$ cat config.mk
export PLATFORM = sky130hd
export DESIGN_NAME = seqmd_unit
export DESIGN_NICKNAME = d
export VERILOG_FILES = /design/src/rtl/seqmd_pkg.sv /design/src/rtl/seqmd_rst_sync.sv /design/src/rtl/seqmd_seq.sv /design/src/rtl/seqmd_mul.sv /design/src/rtl/seqmd_div.sv /design/src/rtl/seqmd_unit.sv
export SDC_FILE = /design/constraint.sdc
export NUM_CORES = 1
export LEC_CHECK = 0
export BUFFER_PORTS_ARGS = -buffer_cell sky130_fd_sc_hd__buf_2
export CAP_MARGIN = 20
export CORE_MARGIN = 2
export CORE_UTILIZATION = 60
export CTS_CLUSTER_SIZE = 40
export DETAILED_ROUTE_END_ITERATION = 10
export MAX_ROUTING_LAYER = met4
export PLACE_DENSITY = 0.92
export SYNTH_ARGS = -nofsm -noshare
export SYNTH_HDL_FRONTEND = slang
export SYNTH_SLANG_ARGS = --single-unit
export TNS_END_PERCENT = 5
$ cat constraint.sdc
create_clock -name clk -period 6.3 [get_ports clk]
set_clock_uncertainty 0.1 [all_clocks]
set_input_delay 0.63 -clock clk [delete_from_list [all_inputs] [get_ports clk]]
set_output_delay 0.63 -clock clk [all_outputs]
set_load 0.02 [all_outputs]
$ cat src/rtl/seqmd_pkg.sv
package seqmd_pkg;

  typedef enum logic {
    MD_MUL = 1'b0,
    MD_DIV = 1'b1
  } md_op_e;

  typedef struct packed {
    logic v;
    logic n;
    logic z;
  } md_flags_t;

endpackage

$ cat src/rtl/seqmd_rst_sync.sv
module seqmd_rst_sync #(
  parameter int STAGES = 2
) (
  input  logic clk,
  input  logic rst_n,
  output logic rst_n_sync_o
);

  logic [STAGES-1:0] sync_q;

  always_ff @(posedge clk or negedge rst_n) begin
    if (!rst_n) begin
      sync_q <= '0;
    end else begin
      sync_q <= {sync_q[STAGES-2:0], 1'b1};
    end
  end

  assign rst_n_sync_o = sync_q[STAGES-1];

endmodule

$ cat src/rtl/seqmd_seq.sv
module seqmd_seq #(
  parameter int W = 8
) (
  input  logic clk,
  input  logic rst_n,
  input  logic start_i,
  input  logic op_div_i,
  output logic load_o,
  output logic step_o,
  output logic fin_o,
  output logic busy_o,
  output logic done_o
);

  localparam int MUL_LAT = W;
  localparam int DIV_LAT = W + 1;
  localparam int CW      = $clog2(DIV_LAT + 1);
  localparam logic [CW-1:0] MUL_CNT = CW'(MUL_LAT);
  localparam logic [CW-1:0] DIV_CNT = CW'(DIV_LAT);
  localparam logic [CW-1:0] ONE_CNT = CW'(1);

  logic          busy_q, busy_d;
  logic          done_q, done_d;
  logic [CW-1:0] cnt_q, cnt_d;
  logic          load, last;

  assign load = start_i && !busy_q;
  assign last = busy_q && (cnt_q == ONE_CNT);

  always_comb begin
    busy_d = busy_q;
    cnt_d  = cnt_q;
    done_d = last;
    if (load) begin
      busy_d = 1'b1;
      cnt_d  = op_div_i ? DIV_CNT : MUL_CNT;
    end else if (busy_q) begin
      cnt_d = cnt_q - ONE_CNT;
      if (last) begin
        busy_d = 1'b0;
      end
    end
  end

  always_ff @(posedge clk or negedge rst_n) begin
    if (!rst_n) begin
      busy_q <= 1'b0;
      done_q <= 1'b0;
      cnt_q  <= '0;
    end else begin
      busy_q <= busy_d;
      done_q <= done_d;
      cnt_q  <= cnt_d;
    end
  end

  assign load_o = load;
  assign step_o = busy_q;
  assign fin_o  = last;
  assign busy_o = busy_q;
  assign done_o = done_q;

  // an active count walks down by one each cycle, whatever start does
  p_cnt_walk_r8: assert property (@(posedge clk) disable iff (!rst_n)
    (busy_q && cnt_q > ONE_CNT) |=> (busy_q && cnt_q == $past(cnt_q) - ONE_CNT));

  // a fresh operation starts with one of the two fixed latencies
  p_lat_load_r4: assert property (@(posedge clk) disable iff (!rst_n)
    $rose(busy_q) |-> (cnt_q == MUL_CNT || cnt_q == DIV_CNT));

endmodule

$ cat src/rtl/seqmd_mul.sv
module seqmd_mul #(
  parameter int W = 8
) (
  input  logic         clk,
  input  logic         rst_n,
  input  logic         load_i,
  input  logic         step_i,
  input  logic [W-1:0] mcand_i,
  input  logic [W-1:0] mplier_i,
  output logic [2*W-1:0] prod_next_o
);

  logic [W-1:0] mcand_q, mcand_d;
  logic [W-1:0] hi_q, hi_d;
  logic [W-1:0] lo_q, lo_d;
  logic [W:0]   sum;
  logic         en;

  assign sum = {1'b0, hi_q} + (lo_q[0] ? {1'b0, mcand_q} : '0);
  assign en  = load_i || step_i;

  always_comb begin
    mcand_d = mcand_q;
    hi_d    = hi_q;
    lo_d    = lo_q;
    if (load_i) begin
      mcand_d = mcand_i;
      hi_d    = '0;
      lo_d    = mplier_i;
    end else if (step_i) begin
      hi_d = sum[W:1];
      lo_d = {sum[0], lo_q[W-1:1]};
    end
  end

  always_ff @(posedge clk or negedge rst_n) begin
    if (!rst_n) begin
      mcand_q <= '0;
      hi_q    <= '0;
      lo_q    <= '0;
    end else if (en) begin
      mcand_q <= mcand_d;
      hi_q    <= hi_d;
      lo_q    <= lo_d;
    end
  end

  assign prod_next_o = {hi_d, lo_d};

  // the multiplicand stays put while partial products accumulate
  p_mcand_hold_r1: assert property (@(posedge clk) disable iff (!rst_n)
    (step_i && !load_i) |=> $stable(mcand_q));

endmodule

$ cat src/rtl/seqmd_div.sv
module seqmd_div #(
  parameter int W = 8
) (
  input  logic           clk,
  input  logic           rst_n,
  input  logic           load_i,
  input  logic           step_i,
  input  logic [2*W-1:0] dvnd_i,
  input  logic [W-1:0]   dvsr_i,
  output logic [2*W-1:0] res_next_o,
  output logic           ovf_next_o
);

  logic [W-1:0] dvsr_q, dvsr_d;
  logic [W-1:0] rem_q, rem_d;
  logic [W-1:0] quo_q, quo_d;
  logic         chk_q, chk_d;
  logic         ovf_q, ovf_d;
  logic [W:0]   shifted, diff;
  logic         ge;
  logic         en;

  assign shifted = {rem_q, quo_q[W-1]};
  assign diff    = shifted - {1'b0, dvsr_q};
  assign ge      = shifted >= {1'b0, dvsr_q};
  assign en      = load_i || step_i;

  always_comb begin
    dvsr_d = dvsr_q;
    rem_d  = rem_q;
    quo_d  = quo_q;
    chk_d  = chk_q;
    ovf_d  = ovf_q;
    if (load_i) begin
      dvsr_d = dvsr_i;
      rem_d  = dvnd_i[2*W-1:W];
      quo_d  = dvnd_i[W-1:0];
      chk_d  = 1'b1;
      ovf_d  = 1'b0;
    end else if (step_i) begin
      if (chk_q) begin
        chk_d = 1'b0;
        ovf_d = (dvsr_q == '0) || (rem_q >= dvsr_q);
      end else if (!ovf_q) begin
        rem_d = ge ? diff[W-1:0] : shifted[W-1:0];
        quo_d = {quo_q[W-2:0], ge};
      end
    end
  end

  always_ff @(posedge clk or negedge rst_n) begin
    if (!rst_n) begin
      dvsr_q <= '0;
      rem_q  <= '0;
      quo_q  <= '0;
      chk_q  <= 1'b0;
      ovf_q  <= 1'b0;
    end else if (en) begin
      dvsr_q <= dvsr_d;
      rem_q  <= rem_d;
      quo_q  <= quo_d;
      chk_q  <= chk_d;
      ovf_q  <= ovf_d;
    end
  end

  assign res_next_o = {rem_d, quo_d};
  assign ovf_next_o = ovf_d;

  // once overflow is decided, the dividend is frozen
  p_ovf_frozen_r6: assert property (@(posedge clk) disable iff (!rst_n)
    (ovf_q && step_i && !load_i) |=> ($stable(rem_q) && $stable(quo_q)));

  // after the range check, the partial remainder stays below the divisor
  p_rem_bound_r3: assert property (@(posedge clk) disable iff (!rst_n)
    (!chk_q && !ovf_q && dvsr_q != '0) |-> (rem_q < dvsr_q));

endmodule

$ cat src/rtl/seqmd_unit.sv
module seqmd_unit #(
  parameter int W = 8
) (
  input  logic           clk,
  input  logic           rst_n,
  input  logic           start_i,
  input  logic           op_div_i,
  input  logic [2*W-1:0] acc_i,
  input  logic [W-1:0]   opnd_i,
  output logic           busy_o,
  output logic           done_o,
  output logic [2*W-1:0] result_o,
  output logic           flag_v_o,
  output logic           flag_n_o,
  output logic           flag_z_o
);

  import seqmd_pkg::*;

  localparam int RW = 2 * W;

  logic            rst_ns;
  logic            load, step, fin;
  md_op_e          op_q, op_d;
  logic [RW-1:0]   mul_next, div_next;
  logic            div_ovf;
  logic [RW-1:0]   res_q, res_d;
  md_flags_t       flg_q, flg_d;

  seqmd_rst_sync #(.STAGES(2)) u_rst (
    .clk          (clk),
    .rst_n        (rst_n),
    .rst_n_sync_o (rst_ns)
  );

  seqmd_seq #(.W(W)) u_seq (
    .clk      (clk),
    .rst_n    (rst_ns),
    .start_i  (start_i),
    .op_div_i (op_div_i),
    .load_o   (load),
    .step_o   (step),
    .fin_o    (fin),
    .busy_o   (busy_o),
    .done_o   (done_o)
  );

  seqmd_mul #(.W(W)) u_mul (
    .clk         (clk),
    .rst_n       (rst_ns),
    .load_i      (load && !op_div_i),
    .step_i      (step && op_q == MD_MUL),
    .mcand_i     (opnd_i),
    .mplier_i    (acc_i[W-1:0]),
    .prod_next_o (mul_next)
  );

  seqmd_div #(.W(W)) u_div (
    .clk        (clk),
    .rst_n      (rst_ns),
    .load_i     (load && op_div_i),
    .step_i     (step && op_q == MD_DIV),
    .dvnd_i     (acc_i),
    .dvsr_i     (opnd_i),
    .res_next_o (div_next),
    .ovf_next_o (div_ovf)
  );

  always_comb begin
    op_d  = load ? md_op_e'(op_div_i) : op_q;
    res_d = res_q;
    flg_d = flg_q;
    if (fin) begin
      if (op_q == MD_DIV) begin
        res_d   = div_next;
        flg_d.v = div_ovf;
        flg_d.n = !div_ovf && div_next[RW-1];
        flg_d.z = !div_ovf && (div_next[W-1:0] == '0);
      end else begin
        res_d   = mul_next;
        flg_d.v = 1'b0;
        flg_d.n = mul_next[RW-1];
        flg_d.z = (mul_next == '0);
      end
    end
  end

  always_ff @(posedge clk or negedge rst_ns) begin
    if (!rst_ns) begin
      op_q <= MD_MUL;
    end else if (load) begin
      op_q <= op_d;
    end
  end

  always_ff @(posedge clk or negedge rst_ns) begin
    if (!rst_ns) begin
      res_q <= '0;
      flg_q <= '0;
    end else if (fin) begin
      res_q <= res_d;
      flg_q <= flg_d;
    end
  end

  assign result_o = res_q;
  assign flag_v_o = flg_q.v;
  assign flag_n_o = flg_q.n;
  assign flag_z_o = flg_q.z;

  // completion is a single-cycle pulse
  p_done_pulse_r7: assert property (@(posedge clk) disable iff (!rst_ns)
    done_o |=> !done_o);

  // busy is already low when done is seen
  p_done_idle_r7: assert property (@(posedge clk) disable iff (!rst_ns)
    done_o |-> !busy_o);

  // outputs move only on a completion
  p_hold_r12: assert property (@(posedge clk) disable iff (!rst_ns)
    !done_o |-> ($stable(result_o) && $stable(flag_v_o) && $stable(flag_n_o) && $stable(flag_z_o)));

  // an overflow completion reports neither N nor Z
  p_ovf_flags_r5: assert property (@(posedge clk) disable iff (!rst_ns)
    (done_o && flag_v_o) |-> (!flag_n_o && !flag_z_o));

endmodule

# Word level (Yosys, flattened, before mapping)
# Cells that the tools add are included.
# Widths: inputs -> output; s select.
# classes
addsub	3
order_cmp	2
n_eq_ne	1
mux	27
bitwise_logic	1
n_reduce_logical	22
# ops
operator	n
$mux 8	14
$logic_not 16->1	1
$logic_not 8->1	2
$mux 16	1
$add 8x9->9	1
$ge 9x8->1	1
$mux 1	9
$ge 8x8->1	1
$logic_and 1x1->1	8
$mux 4	2
$sub 8x8->8	1
$reduce_and 2->1	3
$eq 4x1->1 const B	1
$reduce_bool 2->1	2
$sub 4x1->4 const B	1
$logic_not 1->1	3
$logic_or 1x1->1	3
$mux 3	1
$not 1->1	1
# totals
register_bits	78
output_inout_bits	21

# Depth between registers and ports, before layout
# Gate-level depths: netlist of the first run.
# depth
depth_word	8
depth_mapped	11

# Cells and area by module
# Synthesis of the first run repeated with hierarchy kept, for this count alone.
# unflattened
cells_unflattened	482
hier_area_um2	4698.3
# modules_own_cells
module	instances	cells_each	area_per_inst_um2
seqmd_div	1	212	1925.6
seqmd_mul	1	145	1446.4
seqmd_unit	1	97	979.7
seqmd_seq	1	25	292.8
seqmd_rst_sync	1	3	53.8

# Worst setup path after synthesis of the first run
# No wires, ideal clock.
# synth_path
path_kind	input -> register
from	input start_i
to	register flg_q, in the netlist flag_z_o
setup_ns	0.064
t_arrival_ns	2.205
required_ns	6.136
setup_slack_ns	3.931
stages	8
n_path_buf	2
cell_sequence	clkbuf_2 > and2b_1 > nand2_1 > buf_2 > a31oi_1 > or4_1 > o41ai_2 > a21o_1
# synth_via
elab_chain_len	6
elab_cells_between_ends	12
cone_classes	mux (5); reduce/logical (7)
# synth_lines
item	line	source
from (decl)	seqmd_unit.sv:6	input logic start_i,
$logic_and 1x1->1 *	seqmd_seq.sv:27	assign load = start_i && !busy_q;
$logic_and 1x1->1	seqmd_unit.sv:61	.load_i (load && op_div_i),
$mux 8 / $mux 1 (equally long branches)	seqmd_div.sv:34	if (load_i) begin
$logic_not 8->1 / $logic_not 1->1 (equally long branches)	seqmd_unit.sv:78	flg_d.z = !div_ovf && (div_next[W-1:0] == '0);
$logic_and 1x1->1	seqmd_unit.sv:78	
$mux 3 *	seqmd_unit.sv:74	if (op_q == MD_DIV) begin
to (signal assigned)	seqmd_unit.sv:102	flg_q <= flg_d;
to (decl)	seqmd_unit.sv:28	md_flags_t flg_q, flg_d;
# Mark *: on every way between the ends. The rest lies on a longest branch, timed or not.
# A chain may end at the register's enable or synchronous reset.

# Final worst setup path of the first run
# layout_path
from	register u_seq.busy_q, in the netlist u_seq.busy_o
to	register flg_q, in the netlist flag_z_o
# layout_via
elab_chain_len	7
elab_cells_between_ends	20
cone_classes	mux (9); reduce/logical (11)
# layout_lines
item	line	source
from (decl)	seqmd_seq.sv:22	logic busy_q, busy_d;
from (signal assigned)	seqmd_seq.sv:51	busy_q <= busy_d;
$logic_not 1->1	seqmd_seq.sv:27	
$logic_and 1x1->1	seqmd_seq.sv:27	
$logic_and 1x1->1	seqmd_unit.sv:61	
$mux 8 / $mux 1 (equally long branches)	seqmd_div.sv:34	
$logic_not 8->1 / $logic_not 1->1 (equally long branches)	seqmd_unit.sv:78	
$logic_and 1x1->1	seqmd_unit.sv:78	
$mux 3	seqmd_unit.sv:74	
# Parallel ways exist; a longest one is shown, timed or not.

==> out/results.env, run 1 <==
STATUS='completed'
DIE_AREA_SQ_MM=0.007963
MAXIMUM_NUMBER_OF_PINS_ON_ONE_NET_BEFORE_GLOBAL_ROUTE_REPAIR=77
POST_SYNTH_NUM_CELL_TYPES=62
RSZ0062_AT_GRT='false'
YOSYSSEQAREASHARE=0.4478
ROWS=31
FRACTION_OF_REGISTERS_WITH_ASYNC_SET_OR_RESET_AFTER_SYNTHESIS=1.000
POWER.TOTAL_mW=2.825
CLK_TRANSITION_REPORTED_PATHS_PS=90
DIODES=0
IO_BUFFERS=48
ORDERED_CELL_LIST_FOR_THE_CRITICAL_PATH='nor2b_1, nor2_2, a21oi_1, nor4b_1, nand4_1, nor4_1, a21o_1'
TOTAL_GR_OVERFLOW=0
CRITICAL_PATH_CLASS='reg -> reg'
REQUIRED_TIME_REPORTED_FOR_THE_CRITICAL_PATH_ENDPOINT_PS=6520
SYN_AREA_PER_CELL_SQ_UM=9.063
CRITICAL_PATH.N_BUFFERS_INVERTERS=0
CTS_ROOT_CELL='sky130_fd_sc_hd__clkbuf_8'
CRIT_PATH_MAX_INCR_DELAY_PS=870
WHS_PATH_DEPTH=0
DETAILEDROUTE.FIRSTITERATIONVIOLATIONS=444
REG2REG_DEPTH=7
SEQCELLAREA_SQ_MM=0.001953
ROUTE.VIAS.TOTAL=3885
TIMING.FINAL.SETUP_VIOLATIONS=0
FINAL.MIN_CLOCK_PERIOD_PS=3208
FINAL_NETS=577
STARTING_UTILIZATION_OF_THE_CORE_AREA=0.6108
CTS-ROOT-TO-SINK-BUFFERS=2
CRITICAL_PATH_PEAK_FANOUT=20
IOS=49
WORSTSETUPPATHDEPTH=7
ENDPOINT='flag_z_o'
POSTCTSSETUPBUFFERS=0
MAXSLEWVIOLCOUNT=0
FINAL.PERIOD_UTILIZATION=0.5092
CRIT_START='u_seq.busy_o'
CLOCK_INSERTION_DELAY_WORST_SKEW_PS=370
P_LEAK_nW=2.357
POWER_PER_CELL_AREA_mW_PER_MM2=582.4
GRT_PASS1_WL_UM=18110
DIE_Y_UM=89.24
CRITICAL_PATH_SLOWEST_STAGE_CELL='sky130_fd_sc_hd__nor2b_1'
CLOCK-SINKS=78
GRT_UTIL_ALL_LAYERS=0.3149
FOOTPRINT_OF_THE_MULTI_INPUT_GATES_SQ_MM=0.002216
CRITPATHCAPTURETYPE='register'
YOSYSWARNINGS=0
AREA_GROWTH_SYN_TO_LAYOUT_PCT=11.25
N_FILL_CELL=568
DRTPASS1ITERATIONS=6
DRIVE_ABOVE_1_SHARE=0.1464
CLOCK_TREE_FROM_TRITONCTS='built'
POSTSYNTH.TOPFLOPCELL='sky130_fd_sc_hd__dfrtp_1'
HPWLAFTERDP_UM=8126
VIAS_IN_THE_FIRST_GLOBAL_ROUTE=3610
FIN_SETUP_TNS_PS=0
DESIGN.CORE.AREA_SQ_MM=0.007137
AREA_OF_THE_MAPPED_NETLIST_SQ_MM=0.004359
SETUP.WORST_PATH.START_CLASS='register'
ANTENNA_FOUND_INITIAL=0
MAX_CAP_VIOLATIONS=0
REG2REG_TO='flag_z_o'
TIMING.MAX_SLEW.REL_SLACK=0.3055
SYNTH_NETS=537
FINAL_HOLD_VIOLATING_ENDPOINTS=0
IR_DROP_mV=0.3499
REGISTER_TO_REGISTER_PATH_SETUP_SLACK_PS=3090
HTREE_LEVELS=3
DIE_W_UM=89.24
YOSYS_REGISTER_BITS=78
REGTOREGSTARTPOINT='u_seq.busy_o'
MIN-DELAY-PATH-CLASS='reg -> reg'
DETAIL_ROUTE.VIAS_PER_CELL=6.216
DRC=0
FMAX_MHz=311.7
PATH_DELAY_FAMILY='simple AND/OR/NAND/NOR gates'
POST_DRT_WL_PER_CELL_UM=18.10
DRT_WL_TOTAL_UM=11310
CRITPATHARRIVALTIME_PS=3420
ANT_NETS=0
WORSTMARGINPINSLEW_PS=1037
CTS.REPAIR.RESIZED=0
HOLD_BUFFERS=1
SYN-INSTANCE-COUNT=481
SYNTH-EDFF-COUNT=0
CTS_BUFFER_COUNT=9
GLOBALPLACE.CONGESTION=0.9485
## layout make-up
class,count,share of cell area
multi-input combinational,357,0.4569
inverter,24,0.01858
clock inverter,4,0.01161
sequential,78,0.4027
clock buffer,12,0.02993
tap,99,0.02554
timing repair buffer,51,0.05470
## worst reg2reg max path, cell delays in order (launching register included)
cell and delay [ps]:
sky130_fd_sc_hd__dfrtp_1 750, sky130_fd_sc_hd__nor2b_1 870, sky130_fd_sc_hd__nor2_2 230, sky130_fd_sc_hd__a21oi_1 330
sky130_fd_sc_hd__nor4b_1 280, sky130_fd_sc_hd__nand4_1 140, sky130_fd_sc_hd__nor4_1 280, sky130_fd_sc_hd__a21o_1 170
## sequential cells by signal (all words and copies together) (netlist names)
| signal | flops |
|---|---|
| flag_v_o | 1 |
| u_div.rem_q | 8 |
| u_mul.mcand_q | 8 |
| result_o | 16 |
| u_div.ovf_q | 1 |
| u_rst.sync_q | 2 |
| u_mul.lo_q | 8 |
| u_div.chk_q | 1 |
| op_q | 1 |
| u_seq.cnt_q | 4 |
| u_mul.hi_q | 8 |
| u_div.quo_q | 8 |
| u_seq.done_o | 1 |
| u_div.dvsr_q | 8 |
| flag_z_o | 1 |
| flag_n_o | 1 |
| u_seq.busy_o | 1 |
## how the worst min path moves through the flow
stage,start,endpoint,slack (ps)
after floorplan,rst_n,u_rst.sync_q[0],230
after global placement,u_rst.sync_q[0],u_rst.sync_q[1],240
after detailed placement,u_rst.sync_q[0],u_rst.sync_q[1],240
after CTS,u_rst.sync_q[0],u_rst.sync_q[1],260
after global routing,u_rst.sync_q[0],u_rst.sync_q[1],270
final,u_rst.sync_q[0],u_rst.sync_q[1],260
## per-stage QoR
| step | hold WS, ps | utilization | instance area, sq um | cells | setup WS (ps) |
|---|---|---|---|---|---|
| after CTS | 263.9 | 0.6795 | 4850 | 625 | 3164 |
| final | 260.6 | 0.6795 | 4850 | 625 | 3092 |
| after detailed placement | 244.9 | 0.6499 | 4638 | 608 | 3131 |
| after floorplan | 231.2 | - | 4359 | 481 | 3867 |
| after global placement | 239.6 | 0.6499 | 4638 | 608 | 3360 |
| after global routing | 269.5 | 0.6795 | 4850 | 625 | 2816 |
## layer usage
metal	share of wire	wire length, um	GRT usage	up-vias
met5	0	0	-	-
met4	0.032	359	0.1167	0
met3	0.091	1029	0.05910	47
met2	0.47	5324	0.4734	220
met1	0.41	4598	0.4293	1846
li1	-	-	-	1772
## Yosys cell counts (3+ instances only)
master	number	area, sq um
sky130_fd_sc_hd__xnor2_1	3	26.28
sky130_fd_sc_hd__a22o_1	7	61.31
sky130_fd_sc_hd__clkbuf_1	12	45.04
sky130_fd_sc_hd__a21o_1	5	37.54
sky130_fd_sc_hd__a221o_1	3	30.03
sky130_fd_sc_hd__ha_1	26	325.3
sky130_fd_sc_hd__nor3_1	8	40.04
sky130_fd_sc_hd__o21ai_0	42	210.2
sky130_fd_sc_hd__a21oi_1	28	140.1
sky130_fd_sc_hd__o211ai_1	3	22.52
sky130_fd_sc_hd__xor2_1	6	52.55
sky130_fd_sc_hd__dfrtp_1	78	1952
sky130_fd_sc_hd__nand2b_1	7	43.79
sky130_fd_sc_hd__and2_1	9	56.30
sky130_fd_sc_hd__nor2b_1	5	31.28
sky130_fd_sc_hd__o21a_1	6	45.04
sky130_fd_sc_hd__mux2i_1	4	40.04
sky130_fd_sc_hd__o31ai_1	3	22.52
sky130_fd_sc_hd__inv_1	23	86.33
sky130_fd_sc_hd__a22oi_1	4	30.03
sky130_fd_sc_hd__a31oi_1	10	62.56
sky130_fd_sc_hd__nand3_1	9	45.04
sky130_fd_sc_hd__nand2_1	88	330.3
sky130_fd_sc_hd__a211oi_1	4	30.03
sky130_fd_sc_hd__and3_1	3	18.77
sky130_fd_sc_hd__buf_2	5	25.02
sky130_fd_sc_hd__o221ai_1	6	52.55
sky130_fd_sc_hd__nor2_1	32	120.1
## cell usage in the layout (no fill, tap or decap), types with 8 or more instances in the layout
master	count
sky130_fd_sc_hd__dfrtp_1	77
sky130_fd_sc_hd__a31oi_1	10
sky130_fd_sc_hd__nor2_1	32
sky130_fd_sc_hd__and2_1	9
sky130_fd_sc_hd__ha_1	26
sky130_fd_sc_hd__buf_2	48
sky130_fd_sc_hd__inv_1	23
sky130_fd_sc_hd__nor3_1	8
sky130_fd_sc_hd__a21oi_1	28
sky130_fd_sc_hd__nand2_1	88
sky130_fd_sc_hd__o21ai_0	42
sky130_fd_sc_hd__nand3_1	9
sky130_fd_sc_hd__clkbuf_8	10
## report_power, final
part           switching [mW]  internal [mW]  total (mW)
registers               0.198          0.722       0.920
logic                   0.932          0.581        1.51
clock network           0.194          0.197       0.392
## cells by family after synthesis
| family | count (synthesis) | share of synthesized area |
|---|---|---|
| simple gates | 179 | 0.1909 |
| compound gates | 135 | 0.2029 |
| flops | 78 | 0.4478 |
| buf+inv | 46 | 0.04391 |
| fa+ha+maj | 28 | 0.08381 |
| xor+xnor | 9 | 0.01808 |
| mux | 5 | 0.01177 |
| other cells | 1 | 0.0008603 |
No activity file was read; power rests on OpenSTA's default activity.
==> run 2, diff against run 1 <==
--- a/config.mk
+++ b/config.mk
@@ -8,11 +8,11 @@
 export BUFFER_PORTS_ARGS = -buffer_cell sky130_fd_sc_hd__buf_2
 export CAP_MARGIN = 20
 export CORE_MARGIN = 2
-export CORE_UTILIZATION = 60
+export CORE_UTILIZATION = 53
 export CTS_CLUSTER_SIZE = 40
 export DETAILED_ROUTE_END_ITERATION = 10
 export MAX_ROUTING_LAYER = met4
-export PLACE_DENSITY = 0.92
+export PLACE_DENSITY = 0.87
 export SYNTH_ARGS = -nofsm -noshare
 export SYNTH_HDL_FRONTEND = slang
 export SYNTH_SLANG_ARGS = --single-unit
==> constraint.sdc (replaced) <==
create_clock -name clk -period 2.6 [get_ports clk]
set_clock_uncertainty 0.1 [all_clocks]
set_input_delay 0.26 -clock clk [delete_from_list [all_inputs] [get_ports clk]]
set_output_delay 0.26 -clock clk [all_outputs]
set_load 0.02 [all_outputs]
==> run 2 against run 1 <==
  * Sequential power is 130% higher
  * Power rose to 2.6 times the previous value
  * Largest cell class unchanged
  * Design area increased by 8.8%
  * Register-to-register slack worse by 3100 ps
  * Sequential share of layout area shrank 3.2 points
  * Wire length is 6.2% higher
  * Die area grew 13%
  * Utilization decreased by 2.7 points
==> out/results.env, run 2 (synthesis gave the netlist of run 1 again) <==
DETAILEDROUTE.FIRSTITERATIONVIOLATIONS=450  # +1.4%
CRITICAL_PATH_PEAK_FANOUT=5  # -75%
IO_BUFFERS=48  # unchanged
FINAL_NETS=608  # +5.4%
P_LEAK_nW=2.547  # +8.0%
MAXIMUM_NUMBER_OF_PINS_ON_ONE_NET_BEFORE_GLOBAL_ROUTE_REPAIR=77  # unchanged
POST_DRT_WL_PER_CELL_UM=18.14  # +0.25%
WORSTMARGINPINSLEW_PS=607.2  # -430.0 ps
DRT_WL_TOTAL_UM=12010  # +6.2%
CTS-ROOT-TO-SINK-BUFFERS=2  # unchanged
DIE_Y_UM=94.69  # +6.1%
ROWS=33  # +6.5%
CRITICAL_PATH_CLASS='reg -> reg'
STARTING_UTILIZATION_OF_THE_CORE_AREA=0.5387  # -0.07215
ENDPOINT='flag_n_o'
REG2REG_TO='flag_n_o'
FINAL_COMMON_CELL='sky130_fd_sc_hd__nand2_1'
TIMING.FINAL.SETUP_VIOLATIONS=0  # unchanged
AREA_GROWTH_SYN_TO_LAYOUT_PCT=21.10
NET-SWITCHING-POWER_mW=3.468  # +160%
MAX_CAP_VIOLATIONS=0  # unchanged
GRT_PASS1_WL_UM=19290  # +6.5%
ANTENNA_FOUND_INITIAL=0  # unchanged
DESIGN.CORE.AREA_SQ_MM=0.008093  # +13%
ROUTE.VIAS.TOTAL=3988  # +2.7%
REGTOREGSTARTPOINT='u_mul.lo_q[0]'
MIN-DELAY-PATH-CLASS='in -> reg'
P_CLK_FRAC=0.133  # -0.006
VIAS_IN_THE_FIRST_GLOBAL_ROUTE=3860  # +6.9%
DRTPASS1ITERATIONS=5  # -1
FINAL.PERIOD_UTILIZATION=0.9845  # +0.4752
SWITCHING_SHARE_OF_TOTAL_POWER=0.4636  # -0.005488
CTS_BUFFER_COUNT=9  # unchanged
CRITICAL_PATH.N_BUFFERS_INVERTERS=1  # +1
CRITICAL_PATH_SLOWEST_STAGE_CELL='sky130_fd_sc_hd__dfrtp_2'
FINAL.MIN_CLOCK_PERIOD_PS=2560  # -648.5 ps
GRT_UTIL_ALL_LAYERS=0.2908  # -0.02410
CLK_TRANSITION_REPORTED_PATHS_PS=90  # about the same
TOTAL_GR_OVERFLOW=0  # unchanged
DRC=0  # unchanged
CRIT_PATH_MAX_INCR_DELAY_PS=420  # -450 ps
STDCELL_AREA_SQ_MM=0.005279  # +8.8%
INTPOWER_mW=4.013  # +170%
CLOCK_TREE_FROM_TRITONCTS='built'
ANT_NETS=0  # unchanged
POWER_PER_CELL_AREA_mW_PER_MM2=1417  # +140%
SETUP.WORST_PATH.START_CLASS='register'
CTS_ROOT_CELL='sky130_fd_sc_hd__clkbuf_8'
DETAIL_ROUTE.VIAS_PER_CELL=6.024  # -3.1%
TIMING.MAX_SLEW.REL_SLACK=0.5909  # +0.2854
IR_DROP_mV=0.9620  # +170%
PATH_DELAY_FAMILY='compound AO/OA/AOI/OAI gates'
CLOCK_INSERTION_DELAY_WORST_SKEW_PS=370  # about the same
COMB_POWER_SHARE=0.580  # +0.044
FMAX_MHz=390.7  # +25%
MAXSLEWVIOLCOUNT=0  # unchanged
WORSTHOLDSTART='opnd_i[0]'
STATUS='completed'
CRIT_START='u_mul.lo_q[0]'
ORDERED_CELL_LIST_FOR_THE_CRITICAL_PATH='buf_4, and2_1, ha_1, o21ai_0, a21oi_1, o31a_1, o211ai_1, a21oi_2, a221o_1'
DRIVE_ABOVE_1_SHARE=0.2316  # +0.08521
REGISTER_TO_REGISTER_PATH_SETUP_SLACK_PS=40  # -3050 ps
RSZ0062_AT_GRT='true'
FINAL_HOLD_VIOLATING_ENDPOINTS=0  # unchanged
SEQCELLAREA_SQ_MM=0.001956  # +0.13%
PART_OF_THE_TOTAL_POWER_DISSIPATED_IN_SEQUENTIAL_ELEMENTS=0.287  # -0.039
FOOTPRINT_OF_THE_MULTI_INPUT_GATES_SQ_MM=0.002356  # +6.3%
CRITPATHCAPTURETYPE='register'
POWER.TOTAL_mW=7.481  # +160%
HTREE_LEVELS=3  # unchanged
REQUIRED_TIME_REPORTED_FOR_THE_CRITICAL_PATH_ENDPOINT_PS=2750  # -3770 ps
LARGEST_REGISTER_FFS=16  # unchanged
MOSTFREQUENTLAYOUTCELLS='sky130_fd_sc_hd__nand2_1 (88), sky130_fd_sc_hd__dfrtp_1 (75), sky130_fd_sc_hd__buf_2 (48)'
CRITPATHARRIVALTIME_PS=2710  # -710 ps
N_FILL_CELL=619  # +9.0%
CLOCK-SINKS=78  # unchanged
HPWLAFTERDP_UM=8692  # +7.0%
DIODES=0  # unchanged
GLOBALPLACE.CONGESTION=0.9202  # -3.0%
IOS=49  # unchanged
REG2REG_DEPTH=9  # +2
PLACEMENT.CELL_AREA_SQ_MM=0.004851  # +4.6%
DIE_W_UM=94.69  # +6.1%
WORSTSETUPPATHDEPTH=9  # +2
DIE_AREA_SQ_MM=0.008966  # +13%
==> run 2: tightest hold or removal path: stages <==
cell and delay, ps:
sky130_fd_sc_hd__buf_2 100, sky130_fd_sc_hd__nand2_1 40, sky130_fd_sc_hd__nand2_1 40
==> run 2: layer usage <==
layer	share of wire	global-route usage	up-vias
met5	0	-	-
met4	0.031	0.1159	0
met3	0.081	0.05666	38
met2	0.47	0.4385	198
met1	0.42	0.3891	1916
li1	-	-	1836
==> run 2: worst min path at each step <==
stage,to,depth (start not counted)
3_3_place_gp,u_rst.sync_q[0],1
2_1_floorplan,u_rst.sync_q[0],0
6_report,u_div.dvsr_q[0],3
5_1_grt,u_mul.mcand_q[4],3
3_5_place_dp,u_rst.sync_q[0],1
4_1_cts,u_div.dvsr_q[0],3
==> run 2: power groups by stage <==
stage	combinational, mW	sequential (mW)	clock (mW)
floorplan	2.62	2.23	0
global placement	3.78	2.12	0
detailed placement	3.94	2.13	0
CTS	4.03	2.12	0.993
global route	4.72	2.21	1.05
finish	4.34	2.15	0.991
==> run 2: layout make-up <==
| type | instances | area share |
|---|---|---|
| multi-input combinational | 357 | 0.4463 |
| sequential | 78 | 0.3705 |
| timing repair buffer | 82 | 0.1010 |
| clock buffer | 10 | 0.02607 |
| tap | 105 | 0.02489 |
| inverter | 24 | 0.01707 |
| clock inverter | 6 | 0.01422 |
==> run 2: metrics by stage <==
stage                     hold slack, ps  setup TNS [ps]    util  setup slack, ps  cells
after floorplan                   -135.6               0       -            166.8    481
after global placement            -54.99          -156.8  0.5994           -156.8    638
after detailed placement          -54.04          -147.3  0.5994           -147.3    638
after CTS                          3.112               0  0.6359            6.136    661
after global routing               9.672          -42.34  0.6523           -31.57    662
final                              5.944               0  0.6523            40.41    662
==> run 2: repair_timing <==
action / in CTS / in global routing
buffers inserted: 2 / 1
gates resized for setup: 5 / 26
setup endpoints to repair: 1 / 13
pin swaps: 3 / 10
hold endpoints to repair: 6 / 0
hold buffers: 5 / 0
